==> src/rtl/xq_dec_pkg.sv <==
package xq_dec_pkg;
  typedef enum logic [2:0] {
    K_DATA, K_EOF, K_PRUNE, K_ABORT, K_ESC, K_NRDY
  } word_kind_e;

  typedef enum logic [2:0] {
    S_IDLE, S_DATA, S_ESC, S_LAST, S_LAST_ESC, S_FLUSH
  } dec_state_e;

  // control code offsets above the top-bit base
  localparam int unsigned OFS_PRUNE = 4;
  localparam int unsigned OFS_ABORT = 5;
  localparam int unsigned OFS_ESC   = 6;
  localparam int unsigned OFS_NRDY  = 7;
endpackage

==> src/rtl/xq_word_class.sv <==
module xq_word_class
  import xq_dec_pkg::*;
#(
  parameter int unsigned WORD_W = 32,
  localparam int unsigned NBYTES = WORD_W / 8,
  localparam int unsigned BYTES_W = $clog2(NBYTES + 1),
  localparam int unsigned LOW_W = $clog2(NBYTES)
) (
  input  logic [WORD_W-1:0]  word_i,
  output word_kind_e         kind_o,
  output logic [BYTES_W-1:0] code_bytes_o
);
  localparam logic [WORD_W-1:0] BASE = {1'b1, {(WORD_W-1){1'b0}}};

  logic [WORD_W-1:0] ofs;
  assign ofs = word_i - BASE;

  always_comb begin
    kind_o = K_DATA;
    if (word_i[WORD_W-1] && ofs < WORD_W'(8)) begin
      if (ofs < WORD_W'(NBYTES))       kind_o = K_EOF;
      else if (ofs == WORD_W'(OFS_PRUNE)) kind_o = K_PRUNE;
      else if (ofs == WORD_W'(OFS_ABORT)) kind_o = K_ABORT;
      else if (ofs == WORD_W'(OFS_ESC))   kind_o = K_ESC;
      else                                kind_o = K_NRDY;
    end
  end

  assign code_bytes_o = BYTES_W'(NBYTES) - BYTES_W'(word_i[LOW_W-1:0]);
endmodule

==> src/rtl/xq_dec_fsm.sv <==
module xq_dec_fsm
  import xq_dec_pkg::*;
#(
  parameter int unsigned BYTES_W = 3
) (
  input  logic               clk_i,
  input  logic               rst_ni,
  input  logic               fire_i,
  input  word_kind_e         kind_i,
  input  logic [BYTES_W-1:0] code_bytes_i,
  input  logic               hdr_phase_i,
  input  logic               data_present_i,
  output dec_state_e         state_o,
  output logic               emit_o,
  output logic               last_o,
  output logic               err_o,
  output logic [BYTES_W-1:0] last_bytes_o,
  output logic               last_pruned_o
);
  dec_state_e st_q, st_d;
  logic [BYTES_W-1:0] bytes_q;
  logic pruned_q;

  always_comb begin
    st_d   = st_q;
    emit_o = 1'b0;
    last_o = 1'b0;
    err_o  = 1'b0;
    unique case (st_q)
      S_IDLE, S_DATA: begin
        unique case (kind_i)
          K_ESC:          st_d = S_ESC;
          K_EOF, K_PRUNE: st_d = S_LAST;
          K_ABORT: begin
            emit_o = 1'b1; err_o = 1'b1; st_d = S_FLUSH;
          end
          K_NRDY: if (hdr_phase_i) begin
            emit_o = 1'b1; err_o = 1'b1; st_d = S_FLUSH;
          end
          default: begin
            emit_o = 1'b1; st_d = S_DATA;
          end
        endcase
      end
      S_ESC: begin
        emit_o = 1'b1; st_d = S_DATA;
      end
      S_LAST: begin
        if (kind_i == K_ESC) st_d = S_LAST_ESC;
        else if (kind_i != K_NRDY) begin
          emit_o = 1'b1; last_o = 1'b1; st_d = S_IDLE;
        end
      end
      S_LAST_ESC: begin
        emit_o = 1'b1; last_o = 1'b1; st_d = S_IDLE;
      end
      default: ;
    endcase
  end

  always_ff @(posedge clk_i or negedge rst_ni) begin
    if (!rst_ni) begin
      st_q     <= S_IDLE;
      bytes_q  <= '0;
      pruned_q <= 1'b0;
    end else if (st_q == S_FLUSH) begin
      if (!data_present_i) st_q <= S_IDLE;
    end else if (fire_i) begin
      st_q <= st_d;
      if ((st_q == S_IDLE || st_q == S_DATA) && (kind_i == K_EOF || kind_i == K_PRUNE)) begin
        bytes_q  <= code_bytes_i;
        pruned_q <= (kind_i == K_PRUNE);
      end
    end
  end

  assign state_o       = st_q;
  assign last_bytes_o  = bytes_q;
  assign last_pruned_o = pruned_q;
endmodule

==> src/rtl/xq_beat_form.sv <==
module xq_beat_form #(
  parameter int unsigned WORD_W = 32,
  localparam int unsigned NBYTES = WORD_W / 8,
  localparam int unsigned BYTES_W = $clog2(NBYTES + 1)
) (
  input  logic [WORD_W-1:0]  word_i,
  input  logic               last_i,
  input  logic               err_i,
  input  logic [BYTES_W-1:0] last_bytes_i,
  input  logic               last_pruned_i,
  output logic [WORD_W-1:0]  data_o,
  output logic [BYTES_W-1:0] bytes_o,
  output logic               eof_o,
  output logic               pruned_o,
  output logic               err_o
);
  always_comb begin
    data_o   = err_i ? '0 : word_i;
    bytes_o  = err_i ? '0 : (last_i ? last_bytes_i : BYTES_W'(NBYTES));
    eof_o    = last_i;
    pruned_o = last_i & last_pruned_i;
    err_o    = err_i;
  end
endmodule

==> src/rtl/xq_word_decoder.sv <==
module xq_word_decoder
  import xq_dec_pkg::*;
#(
  parameter int unsigned WORD_W = 32,
  localparam int unsigned NBYTES = WORD_W / 8,
  localparam int unsigned BYTES_W = $clog2(NBYTES + 1)
) (
  input  logic               clk_i,
  input  logic               rst_ni,
  input  logic               raw_valid_i,
  input  logic [WORD_W-1:0]  raw_word_i,
  output logic               raw_ready_o,
  input  logic               hdr_phase_i,
  input  logic               data_present_i,
  output logic               out_valid_o,
  input  logic               out_ready_i,
  output logic [WORD_W-1:0]  out_data_o,
  output logic [BYTES_W-1:0] out_bytes_o,
  output logic               out_eof_o,
  output logic               out_pruned_o,
  output logic               out_err_o
);
  word_kind_e kind;
  dec_state_e state;
  logic [BYTES_W-1:0] code_bytes, last_bytes;
  logic emit, last, err, last_pruned, fire;

  xq_word_class #(.WORD_W(WORD_W)) u_class (
    .word_i(raw_word_i), .kind_o(kind), .code_bytes_o(code_bytes)
  );

  xq_dec_fsm #(.BYTES_W(BYTES_W)) u_fsm (
    .clk_i, .rst_ni, .fire_i(fire), .kind_i(kind), .code_bytes_i(code_bytes),
    .hdr_phase_i, .data_present_i, .state_o(state), .emit_o(emit),
    .last_o(last), .err_o(err), .last_bytes_o(last_bytes),
    .last_pruned_o(last_pruned)
  );

  xq_beat_form #(.WORD_W(WORD_W)) u_form (
    .word_i(raw_word_i), .last_i(last), .err_i(err),
    .last_bytes_i(last_bytes), .last_pruned_i(last_pruned),
    .data_o(out_data_o), .bytes_o(out_bytes_o), .eof_o(out_eof_o),
    .pruned_o(out_pruned_o), .err_o(out_err_o)
  );

  // drain ignores downstream back-pressure
  assign raw_ready_o = (state == S_FLUSH) | out_ready_i;
  assign out_valid_o = raw_valid_i & emit;
  assign fire        = raw_valid_i & raw_ready_o;

  a_r1_full_word: assert property (@(posedge clk_i) disable iff (!rst_ni)
    (out_valid_o && !out_eof_o && !out_err_o) |-> out_bytes_o == BYTES_W'(NBYTES));
  a_r3_last_bytes: assert property (@(posedge clk_i) disable iff (!rst_ni)
    (out_valid_o && out_eof_o) |-> (out_bytes_o != 0 && out_bytes_o <= BYTES_W'(NBYTES)));
  a_r6_err_clean: assert property (@(posedge clk_i) disable iff (!rst_ni)
    (out_valid_o && out_err_o) |-> (!out_eof_o && out_bytes_o == 0));
  a_r8_err_drains: assert property (@(posedge clk_i) disable iff (!rst_ni)
    (fire && out_err_o) |=> raw_ready_o);
  a_r8_drain_quiet: assert property (@(posedge clk_i) disable iff (!rst_ni)
    (state == S_FLUSH) |-> !out_valid_o);
  a_r9_no_beat_unready: assert property (@(posedge clk_i) disable iff (!rst_ni)
    (raw_ready_o && !out_ready_i) |-> !out_valid_o);
  a_r9_beat_needs_raw: assert property (@(posedge clk_i) disable iff (!rst_ni)
    out_valid_o |-> raw_valid_i);
endmodule

==> config.mk <==
export PLATFORM = sky130hd
export DESIGN_NAME = xq_word_decoder
export DESIGN_NICKNAME = d
export VERILOG_FILES = /design/src/rtl/xq_dec_pkg.sv /design/src/rtl/xq_word_class.sv /design/src/rtl/xq_dec_fsm.sv /design/src/rtl/xq_beat_form.sv /design/src/rtl/xq_word_decoder.sv
export SDC_FILE = /design/constraint.sdc
export NUM_CORES = 1
export LEC_CHECK = 0
export ABC_CLOCK_PERIOD_IN_PS = 6300
export BUFFER_PORTS_ARGS = -buffer_cell sky130_fd_sc_hd__buf_4
export CAP_MARGIN = 5
export CORE_MARGIN = 2
export CORE_UTILIZATION = 44
export CTS_CLUSTER_DIAMETER = 40
export DETAILED_ROUTE_END_ITERATION = 8
export GPL_ROUTABILITY_DRIVEN = 1
export PLACE_DENSITY = 0.95
export SLEW_MARGIN = 20
export SYNTH_ARGS = -nofsm -noshare
export SYNTH_HDL_FRONTEND = slang
export SYNTH_HIERARCHICAL = 1
export SYNTH_SLANG_ARGS = --single-unit
==> constraint.sdc <==
create_clock -name clk_i -period 6.3 [get_ports clk_i]
set_input_delay 0.63 -clock clk_i [delete_from_list [all_inputs] [get_ports clk_i]]
set_output_delay 0.63 -clock clk_i [all_outputs]
set_load 0.01 [all_outputs]
==> After elaboration in Yosys (flattened, before gate mapping) <==
Index checks and enable logic that the tools add are counted.
{ "classes": {"add_sub_neg": 2, "order_cmp": 2, "n_eq_ne": 17, "n_mux": 24, "bitwise": 5, "reduce_logical": 13} }
{ "ops": {"columns": ["op", "n"], "rows": [
  ["== test 32 x 3 -> 1 bit, second input constant", 3],
  ["2-to-1 mux 3 bit", 12],
  ["less-than comparator 32 x 3 -> 1 bit, second input constant", 1],
  ["less-than comparator 32 x 4 -> 1 bit, second input constant", 1],
  ["2-to-1 mux 32 bit", 1],
  ["subtractor 32 bit, second input constant", 1],
  ["case mux 3 bit (4 select lines)", 2],
  ["== test 3 x 2 -> 1 bit, second input constant", 4],
  ["== test 3 bit, second input constant", 4],
  ["== test 3 x 1 -> 1 bit, second input constant", 2],
  ["case mux 1 bit (2 select lines)", 3],
  ["OR reduction 2 bit", 3],
  ["2-to-1 mux 1 bit", 5],
  ["AND reduction 5 bit", 1],
  ["nonzero test 5 bit", 1],
  ["inequality test 4 x 2 -> 1 bit, second input constant", 1],
  ["inequality test 4 bit, second input constant", 1],
  ["AND 1 bit", 3],
  ["zero test 3 bit", 1],
  ["inequality test 3 bit, second input constant", 1],
  ["case mux 1 bit (3 select lines)", 1],
  ["AND reduction 3 bit", 1],
  ["OR reduction 3 bit", 1],
  ["subtractor 3 x 2 -> 3 bit, first input constant", 1],
  ["6 further kinds", 8]
]} }
{ "word_totals": {"reg_bits": 7, "in_bits": 38, "output_inout_bits": 40, "elab_cells": 66} }

==> Depth between registers and ports, before layout <==
Gate-level depths: netlist (run 1).
{ "logic_depth": {"word_depth": 13, "depth_mapped": 11, "depth_no_buf": 10} }

==> By module <==
Netlist (run 1), hierarchy kept.
{ "by_module_without_submodules": {"columns": ["module", "n_inst", "cells_each", "area_per_inst_um2", "seq_area_each_um2"], "rows": [
  ["xq_dec_fsm", 1, 62, 563.0, 175.2],
  ["xq_beat_form", 1, 42, 291.5, 0.0],
  ["xq_word_class", 1, 24, 205.2, 0.0],
  ["xq_word_decoder", 1, 6, 33.8, 0.0]
]} }

==> Worst setup path before layout (run 1) <==
Ideal clock, no wire load.
{ "synth_path": {"path_kind": "input port to output port", "startpoint": "input raw_word_i[14]", "endpoint": "output out_data_o[0]", "arrival_time_ps": 3047, "t_required_ps": 5670, "path_slack_ps": 2623, "cell_stages": 7, "n_path_buf": 0, "path_cell_list": "nor4_2 nand4_1 nor4_2 and2b_4 a21oi_1 nor4_1 and2b_2"} }
{ "synth_between": {"word_cells_on_any_way": 17, "cone_classes": "add/sub: 1; order compare: 2; eq/ne: 5; mux: 8; reduce/logical: 1"} }
{ "synth_rtl": {"columns": ["element", "line_no", "rtl"], "rows": [
  ["start: declaration", "xq_word_decoder.sv:11", "input logic [WORD_W-1:0] raw_word_i,"],
  ["subtractor 32 bit *", "xq_word_class.sv:16", "assign ofs = word_i - BASE;"],
  ["branches (longest 4 deep; another with less-than comparator 32 x 3 -> 1 bit)", null, null],
  ["2-to-1 mux 3 bit *", "xq_word_class.sv:20", "if (word_i[WORD_W-1] && ofs < WORD_W'(8)) begin"],
  ["named net kind[2]", "xq_word_decoder.sv:23", "word_kind_e kind;"],
  ["== test 3 bit / == test 3 x 2 -> 1 bit (equally long branches)", "xq_dec_fsm.sv:31", "unique case (kind_i)"],
  ["case mux 1 bit (2 select lines) *", "xq_dec_fsm.sv:31", null],
  ["2-to-1 mux 1 bit *", "xq_dec_fsm.sv:29", "unique case (st_q)"],
  ["named net err", "xq_word_decoder.sv:26", "logic emit, last, err, last_pruned, fire;"],
  ["2-to-1 mux 32 bit *", "xq_beat_form.sv:18", "data_o = err_i ? '0 : word_i;"],
  ["end: declaration", "xq_word_decoder.sv:17", "output logic [WORD_W-1:0] out_data_o,"]
]} }
Mark *: on every way through the listed nets, which the timed path passes.

==> Final worst setup path (run 1) <==
{ "layout_path": {"startpoint": "input raw_word_i[14]", "endpoint": "output out_bytes_o[1]"} }
{ "layout_between": {"elab_chain_cells": 13, "word_cells_on_any_way": 23, "cone_classes": "add/sub: 1; order compare: 2; eq/ne: 7; mux: 12; reduce/logical: 1"} }
{ "layout_lines": {"columns": ["element", "line_no", "rtl"], "rows": [
  ["subtractor 32 bit *", "xq_word_class.sv:16", null],
  ["branches (longest 5 deep; another with less-than comparator 32 x 3 -> 1 bit)", null, null],
  ["2-to-1 mux 3 bit *", "xq_word_class.sv:20", null],
  ["named net kind[0]", "xq_word_decoder.sv:23", null],
  ["inequality test 3 bit", "xq_dec_fsm.sv:50", "else if (kind_i != K_NRDY) begin"],
  ["2-to-1 mux 1 bit", "xq_dec_fsm.sv:50", null],
  ["2-to-1 mux 1 bit", "xq_dec_fsm.sv:49", "if (kind_i == K_ESC) st_d = S_LAST_ESC;"],
  ["case mux 1 bit (2 select lines)", "xq_dec_fsm.sv:29", null],
  ["2-to-1 mux 3 bit", "xq_beat_form.sv:19", "bytes_o = err_i ? '0 : (last_i ? last_bytes_i : BYTES_W'(NBYTES));"],
  ["2-to-1 mux 3 bit *", "xq_beat_form.sv:19", null],
  ["end: declaration", "xq_word_decoder.sv:18", "output logic [BYTES_W-1:0] out_bytes_o,"]
]} }
Marked as above.

==> impl_metrics.json, run 1 <==
{
  "status": "completed",
  "fin_crit_sh": 0.631,
  "cts_root_buf": "clkbuf_4",
  "ys_types": 42,
  "layout_min_cycle_time_ns": 3.98,
  "grt-ovfl-total": 0,
  "synth_mux_area_frac": 0.0446,
  "arrival_ns": 3.35,
  "power.share.switching": 0.273,
  "synth-edff-count": 0,
  "drc": 0,
  "hold_path.class": "input port to async pin",
  "ctsLongestPathBuffers": 2,
  "die_w_um": 53.9,
  "crit_start": "raw_word_i[14]",
  "drtIter0Drc": 13,
  "p_per_area_nw_per_um2": 88.4,
  "crit_path_end_kind": "primary output",
  "synthTopCellsByArea": "nor2b_1 18%, dfrtp_1 16%, nor4_2 6.9%",
  "start_kind": "input port",
  "row_count": 18,
  "p_leak_uw": 0.000799,
  "skew_ns": 0.00299,
  "crit_type": "input port to primary output",
  "async_flop_share": 1.00,
  "finalWorstSetupSlack_ns": 2.32,
  "cp.required_ns": 5.67,
  "nets": 248,
  "synth-xor-area-share": 0.00801,
  "grt_start_max_net_pins": 37,
  "relSlewSlack": 0.263,
  "hold_ws_ns": 0.183,
  "rsz0062_at_grt": "no",
  "synth_top_area_share": 0.183,
  "pwr-share-comb": 0.429,
  "h-tree-depth": 1,
  "crit_path_max_incr_delay_ns": 0.92,
  "clockPowerShare": 0.265,
  "regArea_um2": 175,
  "ir_worst_vdd_mv": 0.149,
  "cts.sink_count": 7,
  "cts_setup_buffers": 0,
  "syn_nets": 175,
  "ys_ff_latch": 7,
  "via_per_inst": 5.04,
  "synth_ff_type": "dfrtp_1",
  "worst_pin_slew_ns": 1.10,
  "yosysMostFrequentCell": "nor2b_1",
  "track_usage": 0.217,
  "intPower_uw": 107,
  "yosysTopAreaCell": "nor2b_1",
  "ctsResizeCount": 0,
  "clk_pin_slew_ns": 0.05,
  "ys_top_cells_by_count": "32 x nor2b_1, 10 x nand2_1, 7 x a21oi_1, 7 x dfrtp_1",
  "drive_above_1_share": 0.485,
  "totalWireLength_mm": 2.90,
  "port_buffers": 77,
  "area_growth_pct": 52.4,
  "synth_top_family_by_area": "simple AND/OR/NAND/NOR gates",
  "cpMostUsedCell": "buf_4",
  "ant_nets": 0,
  "wl_per_cell_um": 12.3,
  "multi_input_area_um2": 820,
  "synthCells": 134,
  "setup_violations": 0,
  "dr.pass1.iters": 6,
  "numCtsBuffers": 3,
  "hpwl_mm": 2.42,
  "crit_family": "simple AND/OR/NAND/NOR gates",
  "setup-tns-final_ns": 0,
  "cts_tree": "yes",
  "diodes": 0,
  "synth_compound_area_frac": 0.127,
  "timing.fmax_mhz": 251,
  "syn_area_um2": 1090,
  "hold_buffers": 0,
  "design.die.area_um2": 2900,
  "antenna_found_initial": 0,
  "place.gp.congestion": 0.829,
  "core_area_um2": 2410,
  "dpl_worst_slack_ns": 2.32,
  "synth-adder-area-share": 0.0343,
  "hold_viol_final": 0,
  "critPathSlowestCell": "nor3_1",
  "fp.dieH_um": 53.9,
  "p_seq_frac": 0.306,
  "path_cells": "buf_4 -> nor4_2 -> nand4_1 -> nor3_1 -> inv_1 -> nor4_2 -> buf_4 -> and3b_2 -> buf_4",
  "start_util": 0.454,
  "seq_area_frac_synth": 0.160,
  "grt_pass1_vias": 1134,
  "synthSimpleGateAreaFrac": 0.530,
  "vias": 1190,
  "drv_slew": 0,
  "clock_latency_ns": 0.25,
  "yosys_warnings": 6,
  "grt_pass1_wl_mm": 4.66,
  "num_io_pins": 78,
  "r2r_start": "u_fsm/state_o[1]",
  "maxCapViolations": 0,
  "p_switching_uw": 40.3,
  "critPathBufInv": 4,
  "fillers": 192,
  "crit_fanout": 36,
  "synth.avg_cell_area_um2": 8.16
}
[cell families (layout without fill, tap and decap cells)]
family,Yosys count,count (layout)
fa+ha+maj,3,3
compound gates,19,19
simple gates,84,84
flops,7,7
xor+xnor,1,1
mux,4,4
buf+inv,16,88
[area by class of cell]
type                            count  share of cell area
Clock buffer                        4              0.0158
Inverter                            6              0.0135
Multi-Input combinational cell    111               0.492
Sequential cell                     7               0.105
Tap cell                           30              0.0225
Timing Repair Buffer               78               0.351
[layer usage]
| layer | share of wire | wire [um] | up-vias | GRT usage |
|---|---|---|---|---|
| met1 | 0.39 | 1120 | 528 | 0.242 |
| met3 | 0.083 | 240 | 2 | 0.0806 |
| met4 | 0.0083 | 24 | 0 | 0.0299 |
| met5 | 0 | 0 | - | 0 |
| met2 | 0.52 | 1520 | 55 | 0.396 |
| li1 | - | - | 605 | - |
[layout by cell type (no fill, tap or decap), types with 2 or more instances in the layout]
master and count:
inv_1 5, nor2_1 5, a21oi_1 7, nor3_1 6
mux2_1 3, dfrtp_1 7, o21ai_0 3, buf_4 78
nand2b_1 2, nor2b_1 32, and3b_2 2, and2_1 3
clkbuf_4 3, ha_1 3, and2b_2 3, nand2_1 10
nor4_2 7, nand4_1 4
[power by group through the flow]
stage                     clock [uW]  combinational (uW)  sequential [uW]
after floorplan                    0                22.5             45.8
after global placement             0                62.3             45.8
after detailed placement           0                63.8             45.8
after CTS                       41.3                64.0             45.0
after global routing            44.7                68.4             45.0
final                           39.0                63.3             45.1
[sequential cells by signal, summed over array words and instances (netlist names)]
register,cells
u_fsm/state_o,3
u_fsm/last_pruned_o,1
u_fsm/last_bytes_o,3
[worst paths after layout]
kind / end / slack (ns) / cells after the start
max: out_bytes_o[1] / 2.32 / 9
min: u_fsm/last_pruned_o / 0.18 / 1
max reg2reg: u_fsm/state_o[2] / 4.42 / 6
min reg2reg: u_fsm/last_bytes_o[2] / 0.49 / 1
max in group asynchronous: u_fsm/state_o[1] / 6.00 / 1
min in group clk_i: u_fsm/last_bytes_o[2] / 0.49 / 1
[worst register-to-register path, delay by kind of cell (launching register included)]
family          cells  cell delay, ns
simple gates        4            0.57
flops               1            0.64
compound gates      1            0.27
mux                 1            0.28
[through the flow]
step            util  cell area (um^2)  cells  total power [uW]
5_1_grt        0.692              1670    236               158
6_report       0.692              1670    236               147
3_3_place_gp   0.681              1640    232               108
2_1_floorplan      -              1090    134              68.3
3_5_place_dp   0.681              1640    232               110
4_1_cts        0.692              1670    236               150
No activity file was read; power rests on OpenSTA's default activity.
==> run 2: changes to the inputs <==
ABC_CLOCK_PERIOD_IN_PS = 3600   (was 6300)
CORE_UTILIZATION = 37   (was 44)
PLACE_DENSITY = 0.88   (was 0.95)
clock period = 3.6 ns   (was 6.3 ns; I/O delays follow)
==> run 2 against run 1 <==
Total power rose by 75%; flip-flop and latch count did not move; clock skew down 0.0015 ns; largest cell class unchanged; highest routed layer unchanged; register-to-register slack got worse by 2.7 ns; hold slack improved by 0.20 ns; cell count up 2.1%; critical path type unchanged; sequential power is 75% higher.
==> impl_metrics.json, run 2 (synthesized netlist as in run 1, its figures left out) <==
{
  "fp.dieH_um": 58.4,
  "die_w_um": 58.4,
  "vias": 1186,
  "area_growth_pct": 55.5,
  "h-tree-depth": 1,
  "cts.sink_count": 7,
  "ir_worst_vdd_mv": 0.170,
  "grt_pass1_wl_mm": 4.82,
  "multi_input_area_um2": 820,
  "start_kind": "input port",
  "ant_nets": 0,
  "hpwl_mm": 2.41,
  "row_count": 19,
  "status": "completed",
  "rsz0062_at_grt": "no",
  "grt_start_max_net_pins": 37,
  "layout_min_cycle_time_ns": 2.96,
  "layout_common_cells": "81 x buf_4, 32 x nor2b_1, 10 x nand2_1",
  "whs_endpoint": "u_fsm/last_bytes_o[0]",
  "ctsResizeCount": 0,
  "grt_pass1_vias": 1095,
  "arrival_ns": 2.60,
  "crit_fanout": 36,
  "finalWorstSetupSlack_ns": 0.643,
  "hold_path.class": "input port to flop",
  "crit_path_end_kind": "primary output",
  "cts_root_buf": "clkbuf_4",
  "timing.fmax_mhz": 338,
  "p_per_area_nw_per_um2": 152,
  "drtIter0Drc": 25,
  "setup-tns-final_ns": 0,
  "ctsLongestPathBuffers": 2,
  "rr_worst_depth": 6,
  "design.die.area_um2": 3410,
  "dr.pass1.iters": 4,
  "clk_pin_slew_ns": 0.05,
  "diodes": 0,
  "grt-ovfl-total": 0,
  "hold_viol_final": 0,
  "num_io_pins": 78,
  "dpl_worst_slack_ns": 0.658,
  "crit_start": "raw_word_i[14]",
  "drc": 0,
  "setup_violations": 0,
  "place.gp.congestion": 0.812,
  "via_per_inst": 4.92,
  "worstReg2RegEnd": "u_fsm/state_o[2]",
  "fillers": 247,
  "crit_type": "input port to primary output",
  "start_util": 0.393,
  "drive_above_1_share": 0.490,
  "totalWireLength_mm": 3.03,
  "cp.required_ns": 3.24,
  "port_buffers": 77,
  "worst_pin_slew_ns": 0.509,
  "core_area_um2": 2780,
  "maxCapViolations": 0,
  "clock_latency_ns": 0.24,
  "fin_crit_sh": 0.821,
  "skew_ns": 0.00151,
  "numCtsBuffers": 3,
  "track_usage": 0.180,
  "relSlewSlack": 0.661,
  "antenna_found_initial": 0,
  "drv_slew": 0,
  "nets": 252,
  "wl_per_cell_um": 12.6,
  "regArea_um2": 175,
  "min_from": "raw_word_i[0]",
  "final_common_cell": "buf_4",
  "r2r_start": "u_fsm/state_o[1]",
  "holdPathStages": 2,
  "cts_tree": "yes",
  "reg2reg_setup_slack_ns": 1.68,
  "p_leak_uw": 0.000819
}
[run 2: cell type report]
type,instances,area share
tap,31,0.0228
sequential,7,0.103
timing repair buffer,82,0.364
multi-input combinational,111,0.482
inverter,6,0.0132
clock buffer,4,0.0155
[run 2: worst max-delay path by stage]
| stage | depth (start not counted) | to |
|---|---|---|
| after floorplan | 7 | out_data_o[0] |
| after global placement | 11 | out_data_o[31] |
| after detailed placement | 11 | out_data_o[31] |
| after CTS | 11 | out_data_o[31] |
| after global routing | 11 | out_data_o[31] |
| final | 11 | out_data_o[31] |
[run 2: power breakdown]
group / internal, uW / switching [uW]
Sequential: 78.9 / 0.0000374
Clock: 42.1 / 25.6
Combinational: 67.1 / 44.4
Total: 188 / 70.0
[run 2: what timing repair did]
item,CTS,global route
hold buffers,1,0
endpoints found under the hold margin,7,0
setup buffers,0,0
[run 2: worst max-delay path, cell delays in order]
cell,delay [ns]
buf_4,0.12
nor4_2,0.27
nand4_1,0.21
nor4_2,0.26
buf_4,0.20
and2b_4,0.20
a21oi_1,0.08
nor4_2,0.13
buf_4,0.36
and2b_2,0.26
buf_4,0.14
[run 2: through the flow]
stage / power, uW / instance area (um^2) / std cells / utilization / hold WS (ns)
floorplan: 120 / 1090 / 134 / - / 0.0644
global placement: 189 / 1660 / 236 / 0.598 / 0.173
detailed placement: 190 / 1660 / 236 / 0.598 / 0.176
CTS: 263 / 1700 / 241 / 0.611 / 0.374
global route: 277 / 1700 / 241 / 0.611 / 0.362
finish: 258 / 1700 / 241 / 0.611 / 0.388
[run 2: routing by layer]
metal,part of all wire,up-vias,GRT usage
met2,0.53,39,0.332
met4,0.0076,0,0.0698
met5,0,-,0
li1,-,618,-
met3,0.048,2,0.00879
met1,0.42,527,0.217
==> run 3: changes to the inputs <==
ABC_AREA = 1   (was not set)
ABC_CLOCK_PERIOD_IN_PS = 3100   (was 3600)
CORE_UTILIZATION = 42   (was 37)
PLACE_DENSITY = 0.91   (was 0.88)
clock period = 3.1 ns   (was 3.6 ns; I/O delays follow)
==> run 3 against run 2 <==
Sequential share of layout area is 0.43 points lower; global-route usage is 3.7 points higher; cell area is 4.3% higher; critical endpoint is now out_data_o[13]; critical path type unchanged; core utilization is 4.3 points higher; largest cell class unchanged; die area is 5.4% lower; largest power group unchanged; total power is 20% higher; critical path depth is 3 higher; synthesized cell count is 70% higher; worst setup slack worse by 0.19 ns.
==> impl_metrics.json, run 3 <==
{
  "cts.sink_count": 7,
  "drv_slew": 0,
  "relSlewSlack": 0.799,
  "min_from": "raw_word_i[0]",
  "antenna_found_initial": 0,
  "nets": 347,
  "seq_area_frac_synth": 0.150,
  "cts_root_buf": "clkbuf_4",
  "p_leak_uw": 0.00114,
  "ctsLongestPathBuffers": 2,
  "cp.required_ns": 2.79,
  "clock_latency_ns": 0.25,
  "rr_worst_depth": 9,
  "wl_per_cell_um": 10.1,
  "ys_types": 19,
  "crit_fanout": 24,
  "p_per_area_nw_per_um2": 175,
  "synth_compound_area_frac": 0.0471,
  "die_w_um": 56.8,
  "layout_min_cycle_time_ns": 2.64,
  "fp.dieH_um": 56.8,
  "rsz0062_at_grt": "no",
  "vias": 1531,
  "worstReg2RegEnd": "u_fsm/state_o[1]",
  "clk_pin_slew_ns": 0.05,
  "whs_endpoint": "u_fsm/last_bytes_o[0]",
  "layout_common_cells": "79 x buf_4, 59 x nor2_1, 57 x inv_1, 53 x nand2_1, 14 x nand3_1",
  "synth-xor-area-share": 0,
  "arrival_ns": 2.33,
  "synthCells": 228,
  "maxCapViolations": 0,
  "dr.pass1.iters": 4,
  "num_io_pins": 78,
  "ctsResizeCount": 0,
  "via_per_inst": 4.56,
  "place.gp.congestion": 0.881,
  "yosysMostFrequentCell": "nor2_1",
  "area_growth_pct": 51.7,
  "synthSimpleGateAreaFrac": 0.521,
  "crit_type": "input port to primary output",
  "core_area_um2": 2710,
  "totalWireLength_mm": 3.41,
  "synth-edff-count": 0,
  "synth_top_family_by_area": "simple AND/OR/NAND/NOR gates",
  "hold_buffers": 1,
  "synth_mux_area_frac": 0,
  "fin_total_pwr_uw": 311,
  "port_buffers": 77,
  "drive_above_1_share": 0.328,
  "syn_area_um2": 1170,
  "hold_viol_final": 0,
  "status": "completed",
  "final_common_cell": "buf_4",
  "design.die.area_um2": 3220,
  "setup-tns-final_ns": 0,
  "crit_path_end_kind": "primary output",
  "synth-adder-area-share": 0.0321,
  "cts_setup_buffers": 0,
  "cts_tree": "yes",
  "drtIter0Drc": 59,
  "ant_nets": 0,
  "timing.fmax_mhz": 378,
  "row_count": 19,
  "hold_path.class": "input port to flop",
  "crit_start": "raw_word_i[17]",
  "h-tree-depth": 1,
  "setup_violations": 0,
  "skew_ns": 0.00331,
  "grt_pass1_wl_mm": 5.74,
  "yosysTopAreaCell": "nor2_1",
  "async_flop_share": 1.00,
  "r2r_start": "u_fsm/state_o[1]",
  "diodes": 0,
  "synth_ff_type": "dfrtp_1",
  "start_util": 0.432,
  "hold_ws_ns": 0.355,
  "synth_top_area_share": 0.189,
  "worst_pin_slew_ns": 0.300,
  "track_usage": 0.216,
  "fin_crit_sh": 0.853,
  "numCtsBuffers": 3,
  "grt-ovfl-total": 0,
  "holdPathStages": 3,
  "syn_nets": 269,
  "ys_ff_latch": 7,
  "yosys_warnings": 6,
  "reg2reg_setup_slack_ns": 1.66,
  "drc": 0,
  "finalWorstSetupSlack_ns": 0.456,
  "ir_worst_vdd_mv": 0.252,
  "synth.avg_cell_area_um2": 5.13,
  "grt_start_max_net_pins": 25,
  "start_kind": "input port",
  "hpwl_mm": 2.92,
  "grt_pass1_vias": 1342,
  "ys_top_cells_by_count": "59 x nor2_1, 57 x inv_1, 53 x nand2_1",
  "synthTopCellsByArea": "nor2_1 19%, inv_1 18%, nand2_1 17%",
  "dpl_worst_slack_ns": 0.480
}
[run 3: cell count changes after synthesis, sizes merged, moves of 7 or more]
| cell | delta |
|---|---|
| nor2b | -32 |
| nor4 | -7 |
| inv | +55 |
| nand2 | +45 |
| nor2 | +59 |
| nand3 | +17 |
[run 3: cell families after synthesis]
group | Yosys count
simple gates | 142
buf+inv | 67
compound gates | 9
flops | 7
fa+ha+maj | 3
[run 3: worst max-delay path by stage]
| stage | cells past startpoint | slack [ns] | end |
|---|---|---|---|
| after floorplan | 13 | 0.93 | out_data_o[10] |
| after global placement | 14 | 0.59 | out_data_o[5] |
| after detailed placement | 14 | 0.48 | out_data_o[13] |
| after CTS | 14 | 0.48 | out_data_o[13] |
| after global routing | 16 | 0.27 | out_data_o[13] |
| final | 14 | 0.46 | out_data_o[13] |
[run 3: cell type report]
class / instances / area (um^2)
clock buffers: 4 / 26.3
fillers: 266 / 936
inverters: 60 / 225
multi-input cells: 154 / 706
flip-flops and latches: 7 / 175
well taps: 31 / 38.8
repair buffers: 80 / 603
[run 3: layer usage]
metal / part of all wire / global-route usage / vias up
met5: 0 / 0 / -
met4: 0.018 / 0.0698 / 0
met3: 0.054 / 0.0115 / 6
met2: 0.52 / 0.389 / 49
met1: 0.41 / 0.274 / 661
li1: - / - / 815
[run 3: worst max-delay path, stage by stage]
cell     delay, ns
buf_4         0.11
nor2_1        0.12
nand2_1       0.08
nor2_2        0.18
and2b_2       0.20
nand3_2       0.07
nor2_1        0.27
nand3_1       0.15
inv_1         0.13
nand2_1       0.09
a21oi_2       0.14
buf_4         0.27
nor2_1        0.09
buf_4         0.15
[run 3: report_power, final]
group / total (uW) / internal, uW / switching (uW)
clock: 80.5 / 49.0 / 31.6
combinational: 134 / 73.1 / 61.2
sequential: 96.0 / 93.1 / 2.90
[run 3: stage by stage]
stage / instances / cell area (um^2) / util
after global placement: 331 / 1740 / 0.641
after global routing: 336 / 1770 / 0.655
after floorplan: 228 / 1170 / -
after CTS: 336 / 1770 / 0.655
final: 336 / 1770 / 0.655
after detailed placement: 331 / 1740 / 0.641
